==> src/rtl/bxt_pkg.sv <==
package bxt_pkg;
  localparam int ADDR_W    = 32;
  localparam int PAGE_BITS = 12;
  // tag nibble, block-index field and length field positions
  localparam int TAG_HI = 31;
  localparam int TAG_LO = 28;
  localparam int BLK_HI = 27;
  localparam int BLK_LO = 17;
  localparam int BLK_W  = BLK_HI - BLK_LO + 1;
  localparam int LEN_HI = 12;
  localparam int LEN_LO = 2;
  localparam int OFS_HI = 16;
  localparam int OFS_LO = 12;
  localparam int VS_BIT = 1;  // supervisor valid
  localparam int VU_BIT = 0;  // user valid
  localparam int PR_RW  = 1;  // read/write grant
  localparam int PR_RO  = 0;  // read grant

  typedef logic [ADDR_W-1:0] word_t;

  typedef struct packed {
    logic  hit;
    logic  rd;
    logic  wr;
    word_t pa;
  } xl_res_t;
endpackage

==> src/rtl/bxt_regbank.sv <==
module bxt_regbank
  import bxt_pkg::*;
#(
  parameter int NUM_ENTRIES = 4,
  localparam int IDX_W = (NUM_ENTRIES > 1) ? $clog2(NUM_ENTRIES) : 1
) (
  input  logic                        clk,
  input  logic                        rst_n,
  input  logic                        we,
  input  logic                        iset,
  input  logic [IDX_W-1:0]            idx,
  input  logic                        lower,
  input  word_t                       wdata,
  output logic [NUM_ENTRIES-1:0][ADDR_W-1:0] i_up,
  output logic [NUM_ENTRIES-1:0][ADDR_W-1:0] i_lo,
  output logic [NUM_ENTRIES-1:0][ADDR_W-1:0] d_up,
  output logic [NUM_ENTRIES-1:0][ADDR_W-1:0] d_lo
);
  for (genvar e = 0; e < NUM_ENTRIES; e++) begin : g_ent
    logic sel_e;
    logic en_iu, en_il, en_du, en_dl;

    always_comb begin
      sel_e = we && (idx == IDX_W'(e));
      en_iu = sel_e &&  iset && !lower;
      en_il = sel_e &&  iset &&  lower;
      en_du = sel_e && !iset && !lower;
      en_dl = sel_e && !iset &&  lower;
    end

    always_ff @(posedge clk or negedge rst_n) begin
      if (!rst_n) begin
        i_up[e] <= '0;
        i_lo[e] <= '0;
        d_up[e] <= '0;
        d_lo[e] <= '0;
      end else begin
        if (en_iu) i_up[e] <= wdata;
        if (en_il) i_lo[e] <= wdata;
        if (en_du) d_up[e] <= wdata;
        if (en_dl) d_lo[e] <= wdata;
      end
    end
  end
endmodule

==> src/rtl/bxt_match.sv <==
module bxt_match
  import bxt_pkg::*;
(
  input  word_t upper,
  input  word_t lower,
  input  word_t ea,
  input  logic  user,
  output xl_res_t res
);
  logic [BLK_W-1:0] len_mask;
  logic             tag_eq;
  logic             blk_eq;
  logic             priv_ok;

  always_comb begin
    len_mask = upper[LEN_HI:LEN_LO];
    tag_eq   = (ea[TAG_HI:TAG_LO] == upper[TAG_HI:TAG_LO]);
    blk_eq   = ((ea[BLK_HI:BLK_LO] & ~len_mask) == upper[BLK_HI:BLK_LO]);
    priv_ok  = user ? upper[VU_BIT] : upper[VS_BIT];

    res.hit = tag_eq && blk_eq && priv_ok;
    res.rd  = lower[PR_RW] | lower[PR_RO];
    res.wr  = lower[PR_RW];
    res.pa  = {lower[TAG_HI:TAG_LO],
               (ea[BLK_HI:BLK_LO] & len_mask) | lower[BLK_HI:BLK_LO],
               ea[OFS_HI:OFS_LO],
               {PAGE_BITS{1'b0}}};
  end
endmodule

==> src/rtl/bxt_select.sv <==
module bxt_select
  import bxt_pkg::*;
#(
  parameter int NUM_ENTRIES = 4
) (
  input  xl_res_t [NUM_ENTRIES-1:0] cand,
  output xl_res_t                   pick
);
  // scan from the top so the lowest index is applied last and wins
  always_comb begin
    pick = '0;
    for (int i = NUM_ENTRIES - 1; i >= 0; i--) begin
      if (cand[i].hit) pick = cand[i];
    end
  end
endmodule

==> src/rtl/bxt_unit.sv <==
module bxt_unit
  import bxt_pkg::*;
#(
  parameter int NUM_ENTRIES = 4,
  localparam int IDX_W = (NUM_ENTRIES > 1) ? $clog2(NUM_ENTRIES) : 1
) (
  input  logic              clk,
  input  logic              rst_n,
  input  logic              cfg_we,
  input  logic              cfg_iset,
  input  logic [IDX_W-1:0]  cfg_idx,
  input  logic              cfg_lower,
  input  logic [31:0]       cfg_wdata,
  input  logic              req_valid,
  input  logic [31:0]       req_ea,
  input  logic              req_fetch,
  input  logic              req_user,
  input  logic              itrans_on,
  input  logic              dtrans_on,
  output logic              rsp_valid,
  output logic              rsp_hit,
  output logic              rsp_miss,
  output logic              rsp_bypass,
  output logic [31:0]       rsp_pa,
  output logic              rsp_rd,
  output logic              rsp_wr,
  output logic [31:0]       fault_addr
);
  logic [NUM_ENTRIES-1:0][ADDR_W-1:0] i_up, i_lo, d_up, d_lo;
  logic [NUM_ENTRIES-1:0][ADDR_W-1:0] s_up, s_lo;
  xl_res_t [NUM_ENTRIES-1:0]          cand;
  xl_res_t                            pick;

  bxt_regbank #(.NUM_ENTRIES(NUM_ENTRIES)) u_bank (
    .clk   (clk),
    .rst_n (rst_n),
    .we    (cfg_we),
    .iset  (cfg_iset),
    .idx   (cfg_idx),
    .lower (cfg_lower),
    .wdata (cfg_wdata),
    .i_up  (i_up),
    .i_lo  (i_lo),
    .d_up  (d_up),
    .d_lo  (d_lo)
  );

  always_comb begin
    s_up = req_fetch ? i_up : d_up;
    s_lo = req_fetch ? i_lo : d_lo;
  end

  for (genvar e = 0; e < NUM_ENTRIES; e++) begin : g_cmp
    bxt_match u_match (
      .upper (s_up[e]),
      .lower (s_lo[e]),
      .ea    (req_ea),
      .user  (req_user),
      .res   (cand[e])
    );
  end

  bxt_select #(.NUM_ENTRIES(NUM_ENTRIES)) u_sel (
    .cand (cand),
    .pick (pick)
  );

  // next-state
  logic  bypass_c;
  logic  nx_hit, nx_miss, nx_rd, nx_wr;
  word_t nx_pa;
  logic  rsp_en;
  logic  fault_en;

  always_comb begin
    bypass_c = (req_fetch && !itrans_on) || !dtrans_on;
    if (bypass_c) begin
      nx_hit  = 1'b1;
      nx_miss = 1'b0;
      nx_rd   = 1'b1;
      nx_wr   = 1'b1;
      nx_pa   = {req_ea[ADDR_W-1:PAGE_BITS], {PAGE_BITS{1'b0}}};
    end else if (pick.hit) begin
      nx_hit  = 1'b1;
      nx_miss = 1'b0;
      nx_rd   = pick.rd;
      nx_wr   = pick.wr;
      nx_pa   = pick.pa;
    end else begin
      nx_hit  = 1'b0;
      nx_miss = 1'b1;
      nx_rd   = 1'b0;
      nx_wr   = 1'b0;
      nx_pa   = '0;
    end
    rsp_en   = req_valid;
    fault_en = req_valid && nx_miss;
  end

  // registers
  always_ff @(posedge clk or negedge rst_n) begin
    if (!rst_n) begin
      rsp_valid <= 1'b0;
    end else begin
      rsp_valid <= req_valid;
    end
  end

  always_ff @(posedge clk or negedge rst_n) begin
    if (!rst_n) begin
      rsp_hit    <= 1'b0;
      rsp_miss   <= 1'b0;
      rsp_bypass <= 1'b0;
      rsp_pa     <= '0;
      rsp_rd     <= 1'b0;
      rsp_wr     <= 1'b0;
    end else if (rsp_en) begin
      rsp_hit    <= nx_hit;
      rsp_miss   <= nx_miss;
      rsp_bypass <= bypass_c;
      rsp_pa     <= nx_pa;
      rsp_rd     <= nx_rd;
      rsp_wr     <= nx_wr;
    end
  end

  always_ff @(posedge clk or negedge rst_n) begin
    if (!rst_n) begin
      fault_addr <= '0;
    end else if (fault_en) begin
      fault_addr <= req_ea;
    end
  end
endmodule

==> config.mk <==
export PLATFORM = sky130hd
export DESIGN_NAME = bxt_unit
export DESIGN_NICKNAME = d
export VERILOG_FILES = /design/src/rtl/bxt_pkg.sv /design/src/rtl/bxt_regbank.sv /design/src/rtl/bxt_match.sv /design/src/rtl/bxt_select.sv /design/src/rtl/bxt_unit.sv
export SDC_FILE = /design/constraint.sdc
export NUM_CORES = 1
export LEC_CHECK = 0
export BUFFER_PORTS_ARGS = -buffer_cell sky130_fd_sc_hd__buf_4
export CORE_UTILIZATION = 35
export DETAILED_ROUTE_END_ITERATION = 10
export PLACE_DENSITY = 0.58
export SYNTH_ARGS = -nofsm -noshare
export SYNTH_HDL_FRONTEND = slang
export SYNTH_SLANG_ARGS = --single-unit
==> constraint.sdc <==
create_clock -name clk -period 6.3 [get_ports clk]
set_input_delay 1.26 -clock clk [delete_from_list [all_inputs] [get_ports clk]]
set_output_delay 1.26 -clock clk [all_outputs]
set_load 0.03 [all_outputs]
; ---- After elaboration in Yosys (flattened, before gate mapping)
; Index checks and enable logic that the tools add are counted.
[classes]
n_addsub = 0
mul = 0
div_mod_pow = 0
n_lt_le_gt_ge = 0
n_eq_ne = 11
n_shift = 0
muxes = 20
n_bitwise = 20
n_reduce_logical = 44
[ops]
columns = cell, n
row1 = $mux W128, 2
row2 = $mux W35, 4
row3 = $and A11 B11 Y11, 8
row4 = $mux W32, 2
row5 = $eq A11 B11 Y1, 4
row6 = $not A11 Y11, 4
row7 = $or A11 B11 Y11, 4
row8 = $logic_and A1 B1 Y1, 38
row9 = $eq A4 B4 Y1, 4
row10 = $mux W1, 12
row11 = $eq A2 B2 Y1 const B, 2
row12 = $logic_not A1 Y1, 4
row13 = $or A1 B1 Y1, 4
row14 = $eq A2 B1 Y1 const B, 1
row15 = $logic_not A2 Y1, 1
row16 = $logic_or A1 B1 Y1, 1
[totals]
regBits = 582
latchBits = 0
ram_bits = 0
rom_bits = 0
inputBits = 76
out_inout_bits = 70
elab_cells = 119
n_memories = 0

; ---- Longest topological paths before layout
; Gate-level depths: netlist of run 1.
[depth]
word_depth = 13
ltp_mapped = 13
ltp_nobuf = 8

; ---- By module
; A second synthesis of run 1 with hierarchy kept.
[hier_totals]
cells_unflattened = 2002
area_unflattened_um2 = 28289.6
[by_module_without_submodules]
columns = module, instances, cells_each, area_each_um2, seq_area_each_um2
row1 = bxt_regbank, 1, 1133, 19082.1, 12812.3
row2 = bxt_unit, 1, 469, 5741.8, 1751.7
row3 = bxt_match, 4, 68, 533.0, 0.0
row4 = bxt_select, 1, 128, 1333.8, 0.0

; ---- Worst setup path after synthesis of run 1
; No wires, ideal clock.
[synth_timing]
path_kind = in2reg
startpoint = input req_fetch
endpoint = register fault_addr[0]
setup_time_ps = 125
t_arrival_ps = 3369
t_required_ps = 6175
setup_slack_ps = 2806
stages = 11
n_path_buf = 3
path_cell_list = buf_6 > buf_6 > or4b_2 > o31a_1 > nand3_1 > nor3_2 > nand4_4 > nand4_4 > nor2_4 > buf_6 > mux2_4
[synth_via]
elab_chain_len = 13
[synth_rtl]
columns = item, line_no
row1 = start: declaration, bxt_unit.sv:16  ; input logic req_fetch,
row2 = $mux W128, bxt_unit.sv:49  ; s_up = req_fetch ? i_up : d_up;
row3 = $not A11 Y11, bxt_match.sv:18  ; blk_eq = ((ea[BLK_HI:BLK_LO] & ~len_mask) == upper[BLK_HI:BLK_LO]);
row4 = $and A11 B11 Y11, bxt_match.sv:18
row5 = $eq A11 B11 Y1, bxt_match.sv:18
row6 = $logic_and A1 B1 Y1 (2 in a row), bxt_match.sv:21  ; res.hit = tag_eq && blk_eq && priv_ok;
row7 = $mux W35 (4 in a row), bxt_select.sv:13  ; if (cand[i].hit) pick = cand[i];
row8 = $mux W1, bxt_unit.sv:83  ; end else if (pick.hit) begin
row9 = $mux W1 (*), bxt_unit.sv:77  ; if (bypass_c) begin
row10 = $logic_and A1 B1 Y1 (*), bxt_unit.sv:97  ; fault_en = req_valid && nx_miss;
row11 = end signal: assignment, bxt_unit.sv:131  ; fault_addr <= req_ea;
row12 = end: declaration, bxt_unit.sv:27  ; output logic [31:0] fault_addr
; Every way passes the cells marked *; elsewhere a longest branch is shown, timed or not.
; A chain may end at the register's enable or synchronous reset.

; ---- Worst setup path after layout of run 1
[layout_timing]
startpoint = input req_fetch
endpoint = register fault_addr[22]
; The elaborated chain is that of the path after synthesis.

==> impl_metrics.json, run 1 <==
{
  "cts_tree": "yes",
  "cp.arrival_ps": 5110,
  "grt_pass1_vias": 14210,
  "min_path_cells": 1,
  "rsz0062_at_grt": "false",
  "port_buffers": 129,
  "finalSetupViolCount": 0,
  "ys_seq_area_share_pct": 52.36,
  "gr-usage-met3_pct": 3.626,
  "r2r_start": "u_bank.d_up[71]$_DFFE_PN0P_",
  "cts-root-buf": "clkbuf_16",
  "fin_cells": 2500,
  "final.setup.tns_ps": 0,
  "fp.dieW_um": 240.9,
  "grt_pass1_wl_um": 96930,
  "cts-hold-fix-buffers": 0,
  "cts_buffers": 46,
  "netlist_instances": 1604,
  "worst_setup_path_start_kind": "primary input",
  "yosys_register_bits": 418,
  "async_reset_ff_share_pct": 100.0,
  "met2_usage_pct": 35.29,
  "synth_edf_count": 0,
  "peakVddDrop_mv": 0.2297,
  "firstDrtPassIters": 5,
  "drc": 0,
  "rows": 87,
  "area_delta_synth_final_pct": 16.55,
  "min_path_type": "reg -> reg",
  "max_slew_margin_pct": 15.16,
  "die_h_um": 240.9,
  "pre_cts_ws_ps": 1036,
  "drt_iter0_markers": 1240,
  "status": "completed",
  "r2r_slack_ps": 2670,
  "whs_endpoint": "rsp_bypass$_DFFE_PN0P_",
  "dp.cells": 2416,
  "ant_nets": 0,
  "r2r-end": "fault_addr[22]$_DFFE_PN0P_",
  "clockBufferDepth": 3,
  "rr_worst_depth": 8,
  "dr_total_vias": 14250,
  "drive_gt1_share_pct": 38.53,
  "p_leak_uw": 0.009753,
  "hold_ws_ps": 489.5,
  "worstSkewPairLatency_ps": 590,
  "critical_path_class": "in -> reg",
  "start_util_pct": 35.43,
  "crit_fanout": 45,
  "clock-sinks": 418,
  "drv_slew": 0,
  "fin_crit_sh_pct": 73.70,
  "grt.busiest_layer": "met2",
  "via_per_inst": 5.701,
  "end_kind": "register",
  "num_io_pins": 146,
  "die_area_mm2": 0.05804,
  "grt_overflow": 0,
  "final.setup_skew_ps": 15.02,
  "path_clk_slew_ps": 60,
  "grt_max_degree": 152,
  "syn_area_per_cell_um2": 12.45,
  "fin_nets": 1784,
  "drv_cap": 0,
  "grt_antenna_before_repair": 0,
  "p_per_area_mw_per_mm2": 349.9,
  "track_usage_pct": 22.89,
  "post-cts-setup-buffers": 0,
  "yosys_warnings": 0,
  "max_freq_mhz": 215.4,
  "min_from": "rsp_bypass$_DFFE_PN0P_",
  "critPathRequiredTime_ps": 6760,
  "ys.flop_type": "dfrtp_1",
  "report.final.hold_viol_count": 0,
  "ctsResizeCount": 0,
  "n_antenna_cell": 0,
  "use_met1_pct": 33.19,
  "worst_pin_slew_ps": 1270,
  "coreArea_mm2": 0.05639,
  "final_util_pct": 41.29,
  "yosysUniqueCellTypes": 65,
  "post-dp-hpwl_um": 42970,
  "cts_max_level": 2,
  "wl_per_cell_um": 26.03,
  "timing.final.crit_period_ps": 4643,
  "drt-total-wl_um": 65060,
  "place_congestion": 0.8951,
  "syn_area_mm2": 0.01998,
  "setup_slack_ps": 1657
}
flip-flops by register name (all words and copies together), names as in the netlist:
register / count
u_bank.d_up: 112
u_bank.d_lo: 68
u_bank.i_up: 112
rsp_hit: 1
rsp_rd: 1
rsp_miss: 1
rsp_wr: 1
u_bank.i_lo: 68
rsp_bypass: 1
fault_addr: 32
rsp_pa: 20
rsp_valid: 1
through the flow:
step	total power [uW]	cell area [um2]
3_5_place_dp	5395	21720
3_3_place_gp	5325	21720
4_1_cts	8200	23280
6_report	8147	23280
5_1_grt	8531	23280
2_1_floorplan	4748	20020
power by group:
group / internal [uW] / switching, uW / total, uW
Sequential: 3280 / 420 / 3700
Combinational: 817 / 843 / 1660
Clock: 1670 / 1120 / 2790
layer usage:
metal / vias up / share of wire [%]
li1: 6140 / -
met1: 7553 / 46
met2: 481 / 45
met3: 79 / 6.4
met4: 0 / 2.3
met5: - / 0
cell type report:
| class | count | area, um2 |
|---|---|---|
| clock inverter | 11 | 132.6 |
| tap | 756 | 945.9 |
| sequential | 418 | 10460 |
| inverter | 19 | 71.32 |
| fill | 5433 | 33100 |
| timing repair buffer | 166 | 1308 |
| multi-input combinational | 1057 | 8939 |
| clock buffer | 73 | 1426 |
cells in the mapped netlist (15+ instances only):
library cell | instances | area (um2)
a211oi_1 | 58 | 435.4
xnor2_1 | 15 | 131.4
nand2_1 | 44 | 165.2
nor3_1 | 37 | 185.2
dfrtp_1 | 418 | 10460
clkbuf_1 | 72 | 270.3
mux2_2 | 373 | 4200
nand4_1 | 15 | 93.84
mux2_4 | 29 | 435.4
nor2_1 | 34 | 127.6
buf_4 | 18 | 135.1
nand2b_1 | 47 | 294.0
mux2i_1 | 25 | 250.2
a21oi_1 | 98 | 490.5
inv_1 | 17 | 63.81
o21ai_0 | 72 | 360.4
layout by cell type, fill, tap and decap left out, drive strengths merged, types with 18 or more instances in the layout:
cell type,count
nor2,35
a211oi,58
nand2b,47
mux2i,25
nand4,18
nand2,44
mux2,402
o21ai,77
nor3,39
clkbuf,73
dfrtp,418
buf,166
a21oi,98
critical path, cell delays in order:
cell	delay, ps
buf_6	360
clkinv_1	580
buf_4	350
o311ai_0	470
nor3_2	170
nand4_4	140
nand4_4	180
nor2_4	720
buf_4	490
mux2_4	330
worst max-delay path by stage:
stage | start | end | slack [ps] | cells past startpoint
floorplan | req_fetch | fault_addr[0]$_DFFE_PN0P_ | 2810 | 11
global placement | req_fetch | fault_addr[22]$_DFFE_PN0P_ | 1070 | 10
detailed placement | req_fetch | fault_addr[26]$_DFFE_PN0P_ | 1040 | 10
CTS | req_fetch | fault_addr[22]$_DFFE_PN0P_ | 1690 | 10
global route | req_fetch | fault_addr[26]$_DFFE_PN0P_ | 1570 | 10
finish | req_fetch | fault_addr[22]$_DFFE_PN0P_ | 1660 | 10
logic make-up (layout without fill, tap and decap cells):
logic type / Yosys count / after routing / share of synthesized area [%]
other cells: 1 / 12 / 0.01877
buf+inv: 140 / 269 / 3.382
flops: 418 / 418 / 52.36
mux: 428 / 428 / 24.57
compound gates: 344 / 344 / 11.46
simple gates: 245 / 245 / 6.977
xor+xnor: 28 / 28 / 1.228
Note: power is estimated with default switching activity, not from simulation.
==> inputs of run 2 (changes only) <==
--- a/config.mk
+++ b/config.mk
@@ -8,7 +8,7 @@
 export BUFFER_PORTS_ARGS = -buffer_cell sky130_fd_sc_hd__buf_4
 export CORE_UTILIZATION = 35
 export DETAILED_ROUTE_END_ITERATION = 10
-export PLACE_DENSITY = 0.58
+export PLACE_DENSITY = 0.6
 export SYNTH_ARGS = -nofsm -noshare
 export SYNTH_HDL_FRONTEND = slang
 export SYNTH_SLANG_ARGS = --single-unit
==> constraint.sdc (replaced) <==
create_clock -name clk -period 4.2 [get_ports clk]
set_input_delay 0.84 -clock clk [delete_from_list [all_inputs] [get_ports clk]]
set_output_delay 0.84 -clock clk [all_outputs]
set_load 0.03 [all_outputs]
==> impl_metrics.json, run 2 (synthesis gave the netlist of run 1 again) <==
{
  "crit_fanout": 47,
  "fin_cells": 2520,
  "firstDrtPassIters": 5,
  "worstSkewPairLatency_ps": 590,
  "grt_pass1_wl_um": 96160,
  "end_kind": "register",
  "area_delta_synth_final_pct": 17.62,
  "pre_cts_ws_ps": 392.3,
  "ctsResizeCount": 0,
  "n_antenna_cell": 0,
  "cts-hold-fix-buffers": 0,
  "critPathMaxStageDelay_ps": 770,
  "die_area_mm2": 0.05804,
  "rsz0062_at_grt": "false",
  "setup_slack_ps": 896.1,
  "r2r_start": "u_bank.i_up[103]$_DFFE_PN0P_",
  "fin_nets": 1805,
  "dr_total_vias": 14230,
  "worst_pin_slew_ps": 1257,
  "drv_slew": 0,
  "p_leak_uw": 0.009881,
  "report.final.hold_viol_count": 0,
  "dp.cells": 2438,
  "track_usage_pct": 22.74,
  "cp_cell_sequence": "buf_6 -> buf_12 -> nor4b_1 -> nor4_1 -> o2111ai_1 -> nor3_2 -> nand4_4 -> nand4_4 -> nor2_4 -> buf_12 -> mux2_4",
  "p_per_area_mw_per_mm2": 522.6,
  "rows": 87,
  "clockBufferDepth": 3,
  "cp.arrival_ps": 3770,
  "drv_cap": 0,
  "wl_per_cell_um": 25.73,
  "drt-total-wl_um": 64830,
  "clock-sinks": 418,
  "max_slew_margin_pct": 15.15,
  "reg_top3": "u_bank.d_up: 112 flops, u_bank.i_up: 112 flops",
  "start_util_pct": 35.43,
  "cts_max_level": 2,
  "finalSetupViolCount": 0,
  "die_h_um": 240.9,
  "fin_crit_sh_pct": 78.66,
  "r2r-end": "fault_addr[25]$_DFFE_PN0P_",
  "grt_pass1_vias": 14430,
  "place_congestion": 0.9348,
  "cts-root-buf": "clkbuf_16",
  "fp.dieW_um": 240.9,
  "r2r_slack_ps": 1100,
  "port_buffers": 129,
  "mostFrequentLayoutCells": "418 x dfrtp_1, 373 x mux2_2, 179 x buf_4",
  "drc": 0,
  "path_clk_slew_ps": 60,
  "grt_max_degree": 108,
  "coreArea_mm2": 0.05639,
  "timing.final.crit_period_ps": 3304,
  "via_per_inst": 5.645,
  "status": "completed",
  "final_util_pct": 41.67,
  "post-dp-hpwl_um": 43950,
  "final.setup_skew_ps": 23.48,
  "rr_worst_depth": 8,
  "worst_setup_path_start_kind": "primary input",
  "num_io_pins": 146,
  "ant_nets": 0,
  "grt_antenna_before_repair": 2,
  "hold_ws_ps": 265.1,
  "critical_path_class": "in -> reg",
  "drt_iter0_markers": 1064,
  "cp_slowest_cell": "nor4b_1",
  "drive_gt1_share_pct": 39.63,
  "critPathRequiredTime_ps": 4660,
  "mostFrequentLayoutCell": "dfrtp_1",
  "cts_tree": "yes",
  "final.setup.tns_ps": 0,
  "grt_overflow": 0,
  "peakVddDrop_mv": 0.3347,
  "min_path_type": "in -> async",
  "post-cts-setup-buffers": 0,
  "cts_buffers": 45,
  "max_freq_mhz": 302.7
}
-- run 2: changes by cell type in the layout (fill, tap and decap cells not counted), sizes merged --
cell,before,now
buf,166,188
clkinv,9,8
inv,17,19
clkbuf,73,70
-- run 2: metrics by stage --
| stage | cell area, um2 | total power, uW |
|---|---|---|
| global route | 23500 | 12830 |
| finish | 23500 | 12280 |
| CTS | 23500 | 12350 |
| global placement | 21930 | 8024 |
| floorplan | 20020 | 7122 |
| detailed placement | 21930 | 8126 |
-- run 2: how the worst max path moves through the flow --
stage / endpoint / slack, ps / start
5_1_grt: rsp_pa[21]$_DFFE_PN0P_ / 760 / req_fetch
2_1_floorplan: fault_addr[0]$_DFFE_PN0P_ / 1130 / req_fetch
3_5_place_dp: rsp_pa[21]$_DFFE_PN0P_ / 390 / req_fetch
6_report: fault_addr[25]$_DFFE_PN0P_ / 900 / req_fetch
4_1_cts: rsp_pa[21]$_DFFE_PN0P_ / 990 / req_fetch
3_3_place_gp: fault_addr[22]$_DFFE_PN0P_ / 440 / req_fetch
-- run 2: final cells by class --
cell class              instances  area (um2)
flip-flops and latches        418       10460
repair buffers                188        1510
multi-input cells            1057        8941
inverters                      19       71.32
fillers                      5340       32890
clock buffers                  70        1423
clock inverters                12       145.1
well taps                     756       945.9
-- run 2: worst max-delay path, delay by kind of cell --
| kind | cells | cell delay (ps) |
|---|---|---|
| simple gates | 6 | 1650 |
| buf+inv | 3 | 580 |
| mux | 1 | 330 |
| compound gates | 1 | 270 |
-- run 2: power by group --
group	switching, uW	internal [uW]
Clock	1690	2510
Sequential	632	4920
Combinational	1280	1240
Total	3610	8670
-- run 2: layer usage --
layer,track usage [%],part of all wire [%],wire [um],vias up
met1,30.83,44,28420,7388
met3,5.742,7.9,5114,122
met2,34.80,45,28900,525
met5,0,0.048,31,-
li1,-,-,-,6187
met4,8.861,3.7,2367,4
==> inputs of run 3 (changes only) <==
--- a/config.mk
+++ b/config.mk
@@ -5,6 +5,7 @@
 export SDC_FILE = /design/constraint.sdc
 export NUM_CORES = 1
 export LEC_CHECK = 0
+export ABC_AREA = 1
 export BUFFER_PORTS_ARGS = -buffer_cell sky130_fd_sc_hd__buf_4
 export CORE_UTILIZATION = 35
 export DETAILED_ROUTE_END_ITERATION = 10
==> constraint.sdc (replaced) <==
create_clock -name clk -period 2.88 [get_ports clk]
set_input_delay 0.576 -clock clk [delete_from_list [all_inputs] [get_ports clk]]
set_output_delay 0.576 -clock clk [all_outputs]
set_load 0.03 [all_outputs]
==> impl_metrics.json, run 3 <==
{
  "endpoint": "rsp_pa[15]$_DFFE_PN0P_",
  "report.final.hold_viol_count": 0,
  "syn_area_per_cell_um2": 7.675,
  "syn_area_mm2": 0.02002,
  "ant_nets": 0,
  "dr_total_vias": 17630,
  "p_sw_share_pct": 30.17,
  "die_area_mm2": 0.05817,
  "post-cts-setup-buffers": 0,
  "final.setup_skew_ps": 13.95,
  "async_reset_ff_share_pct": 100.0,
  "synth_edf_count": 0,
  "track_usage_pct": 22.29,
  "finalSetupViolCount": 0,
  "critical_path_class": "reg -> reg",
  "power_frac_comb_pct": 19.8,
  "cts_max_level": 2,
  "final.setup.tns_ps": 0,
  "power.share.clock_pct": 35.5,
  "drt-total-wl_um": 63350,
  "synth_top_area_share_pct": 52.24,
  "r2r-end": "rsp_pa[15]$_DFFE_PN0P_",
  "r2r_start": "u_bank.d_up[69]$_DFFE_PN0P_",
  "synth.most_common_cell": "nand2_1",
  "power_frac_seq_pct": 44.7,
  "peakVddDrop_mv": 0.4002,
  "rr_worst_depth": 15,
  "clock-sinks": 418,
  "rows": 87,
  "reg_top3": "u_bank.d_up: 112 flops, u_bank.i_up: 112 flops",
  "netlist_instances": 2609,
  "yosysTopAreaCell": "dfrtp_1",
  "cts_tree": "yes",
  "num_io_pins": 146,
  "cp_slowest_cell": "o21ai_0",
  "mostFrequentLayoutCells": "1,032 x nand2_1, 418 x dfrtp_1, 415 x o21ai_0",
  "p_per_area_mw_per_mm2": 711.8,
  "fin_nets": 2830,
  "synthTopCellsByArea": "dfrtp_1 52%, nand2_1 19%, o21ai_0 10%",
  "cp.arrival_ps": 3020,
  "min_path_type": "in -> async",
  "ctsResizeCount": 0,
  "yosys_warnings": 0,
  "die_h_um": 241.2,
  "firstDrtPassIters": 7,
  "ys_seq_area_share_pct": 52.24,
  "post-dp-hpwl_um": 44020,
  "grt_antenna_before_repair": 8,
  "end_kind": "register",
  "place_congestion": 0.8821,
  "worst_pin_slew_ps": 772.1,
  "intPower_uw": 11890,
  "start_util_pct": 35.44,
  "grt_overflow": 0,
  "fp.dieW_um": 241.2,
  "max_slew_margin_pct": 48.53,
  "crit_fanout": 5,
  "rsz0062_at_grt": "false",
  "p_switching_uw": 5140,
  "status": "completed",
  "drv_cap": 0,
  "coreArea_mm2": 0.05650,
  "grt_pass1_vias": 16570,
  "r2r_slack_ps": 380,
  "cts-hold-fix-buffers": 0,
  "final_util_pct": 42.36,
  "fillers": 5597,
  "mostFrequentLayoutCell": "nand2_1",
  "cp_cell_sequence": "o21ai_0 -> nand2_1 -> nand2_1 -> nand2_1 -> nor2_1 -> nand2_1 -> nor2_2 -> nand2_2 -> nand2_1 -> nor2_1 -> buf_4 -> buf_4 -> nor2_1 -> o21ai_0 -> nand2_1",
  "drt_iter0_markers": 1608,
  "clockBufferDepth": 3,
  "cts_buffers": 47,
  "critPathRequiredTime_ps": 3390,
  "yosysUniqueCellTypes": 38,
  "critPathMaxStageDelay_ps": 410,
  "worstSetupStartpoint": "u_bank.d_up[69]$_DFFE_PN0P_",
  "fin_crit_sh_pct": 86.92,
  "timing.final.crit_period_ps": 2503,
  "path_clk_slew_ps": 60,
  "worstSkewPairLatency_ps": 580,
  "max_freq_mhz": 399.5,
  "yosys_register_bits": 418,
  "worst_setup_path_start_kind": "register",
  "wl_per_cell_um": 17.84,
  "area_delta_synth_final_pct": 19.53,
  "seqCellArea_mm2": 0.01046,
  "via_per_inst": 4.966,
  "cts-root-buf": "clkbuf_16",
  "ys.flop_type": "dfrtp_1",
  "p_total_uw": 17040,
  "grt_pass1_wl_um": 98300,
  "multi_input_comb_area_mm2": 0.008064,
  "critical_path.most_common_cell": "nand2_1",
  "drc": 0,
  "drive_gt1_share_pct": 13.94,
  "drv_slew": 0,
  "grt_max_degree": 84,
  "port_buffers": 129,
  "ys_top_cells_by_count": "1,034 x nand2_1, 418 x dfrtp_1, 415 x o21ai_0",
  "p_leak_uw": 0.01243
}
==> run 3: cell count changes after synthesis, moves of 16 or more <==
cell,previous run,this run
nor3_1,37,3
mux2_4,29,0
nand2_1,44,1034
nor2_1,34,112
mux2_2,373,0
nand3_1,9,99
o21ai_0,72,415
nand2b_1,47,0
o21ai_1,4,39
mux2i_1,25,9
clkbuf_1,72,111
a211oi_1,58,3
a21oi_1,98,10
inv_1,17,187
==> run 3: worst min-delay path by stage <==
stage / start / endpoint / cells after the start
5_1_grt: rst_n / rsp_pa[27]$_DFFE_PN0P_ / 1
3_3_place_gp: u_bank.d_up[9]$_DFFE_PN0P_ / u_bank.d_up[9]$_DFFE_PN0P_ / 2
4_1_cts: rst_n / u_bank.i_lo[91]$_DFFE_PN0P_ / 1
3_5_place_dp: u_bank.d_up[71]$_DFFE_PN0P_ / u_bank.d_up[71]$_DFFE_PN0P_ / 2
6_report: rst_n / rsp_pa[27]$_DFFE_PN0P_ / 1
2_1_floorplan: rst_n / fault_addr[0]$_DFFE_PN0P_ / 0
==> run 3: power by group through the flow <==
stage	clock network, uW	logic [uW]	registers, uW
after floorplan	0	1950	7760
after global placement	0	3270	7640
after detailed placement	0	3360	7710
after CTS	6170	3380	7610
after global routing	6410	3830	7760
final	6050	3370	7620
==> run 3: per-layer routing <==
layer / track usage, % / wire length [um]
met2: 34.32 / 28050
met5: 0 / 38
met1: 30.29 / 27980
met4: 9.398 / 2284
met3: 4.770 / 5000
==> run 3: area by class of cell <==
class / count / share of cell area (%)
antenna: 4 / 0.04182
timing repair buffer: 255 / 8.935
multi-input combinational: 1834 / 33.69
tap: 756 / 3.952
sequential: 418 / 43.71
inverter: 198 / 3.116
clock buffer: 68 / 5.923
clock inverter: 18 / 0.6326
==> run 3: kinds of logic after synthesis <==
| kind of cell | Yosys count | synth area share, % |
|---|---|---|
| xor+xnor | 5 | 0.2187 |
| mux | 9 | 0.4499 |
| simple gates | 1288 | 25.37 |
| other cells | 1 | 0.01873 |
| flops | 418 | 52.24 |
| compound gates | 520 | 13.81 |
| buf+inv | 368 | 7.892 |
==> run 3: metrics by stage <==
stage	std cells	setup WS [ps]	cell area [um2]	hold slack [ps]
final	3551	376.7	23930	11.14
after global routing	3551	155.6	23930	51.83
after CTS	3547	379.2	23920	28.17
after detailed placement	3461	-146.8	22350	468.9
after global placement	3461	-115.0	22350	460.2
after floorplan	2620	502.1	20060	280.4
==> run 3: worst max-delay path, delay by kind of cell, from the launching register on <==
kind | cells | cell delay [ps]
DFF | 1 | 380
buffers and inverters | 2 | 260
AOI/OAI and AO/OA | 2 | 540
and+or+nand+nor | 11 | 1270
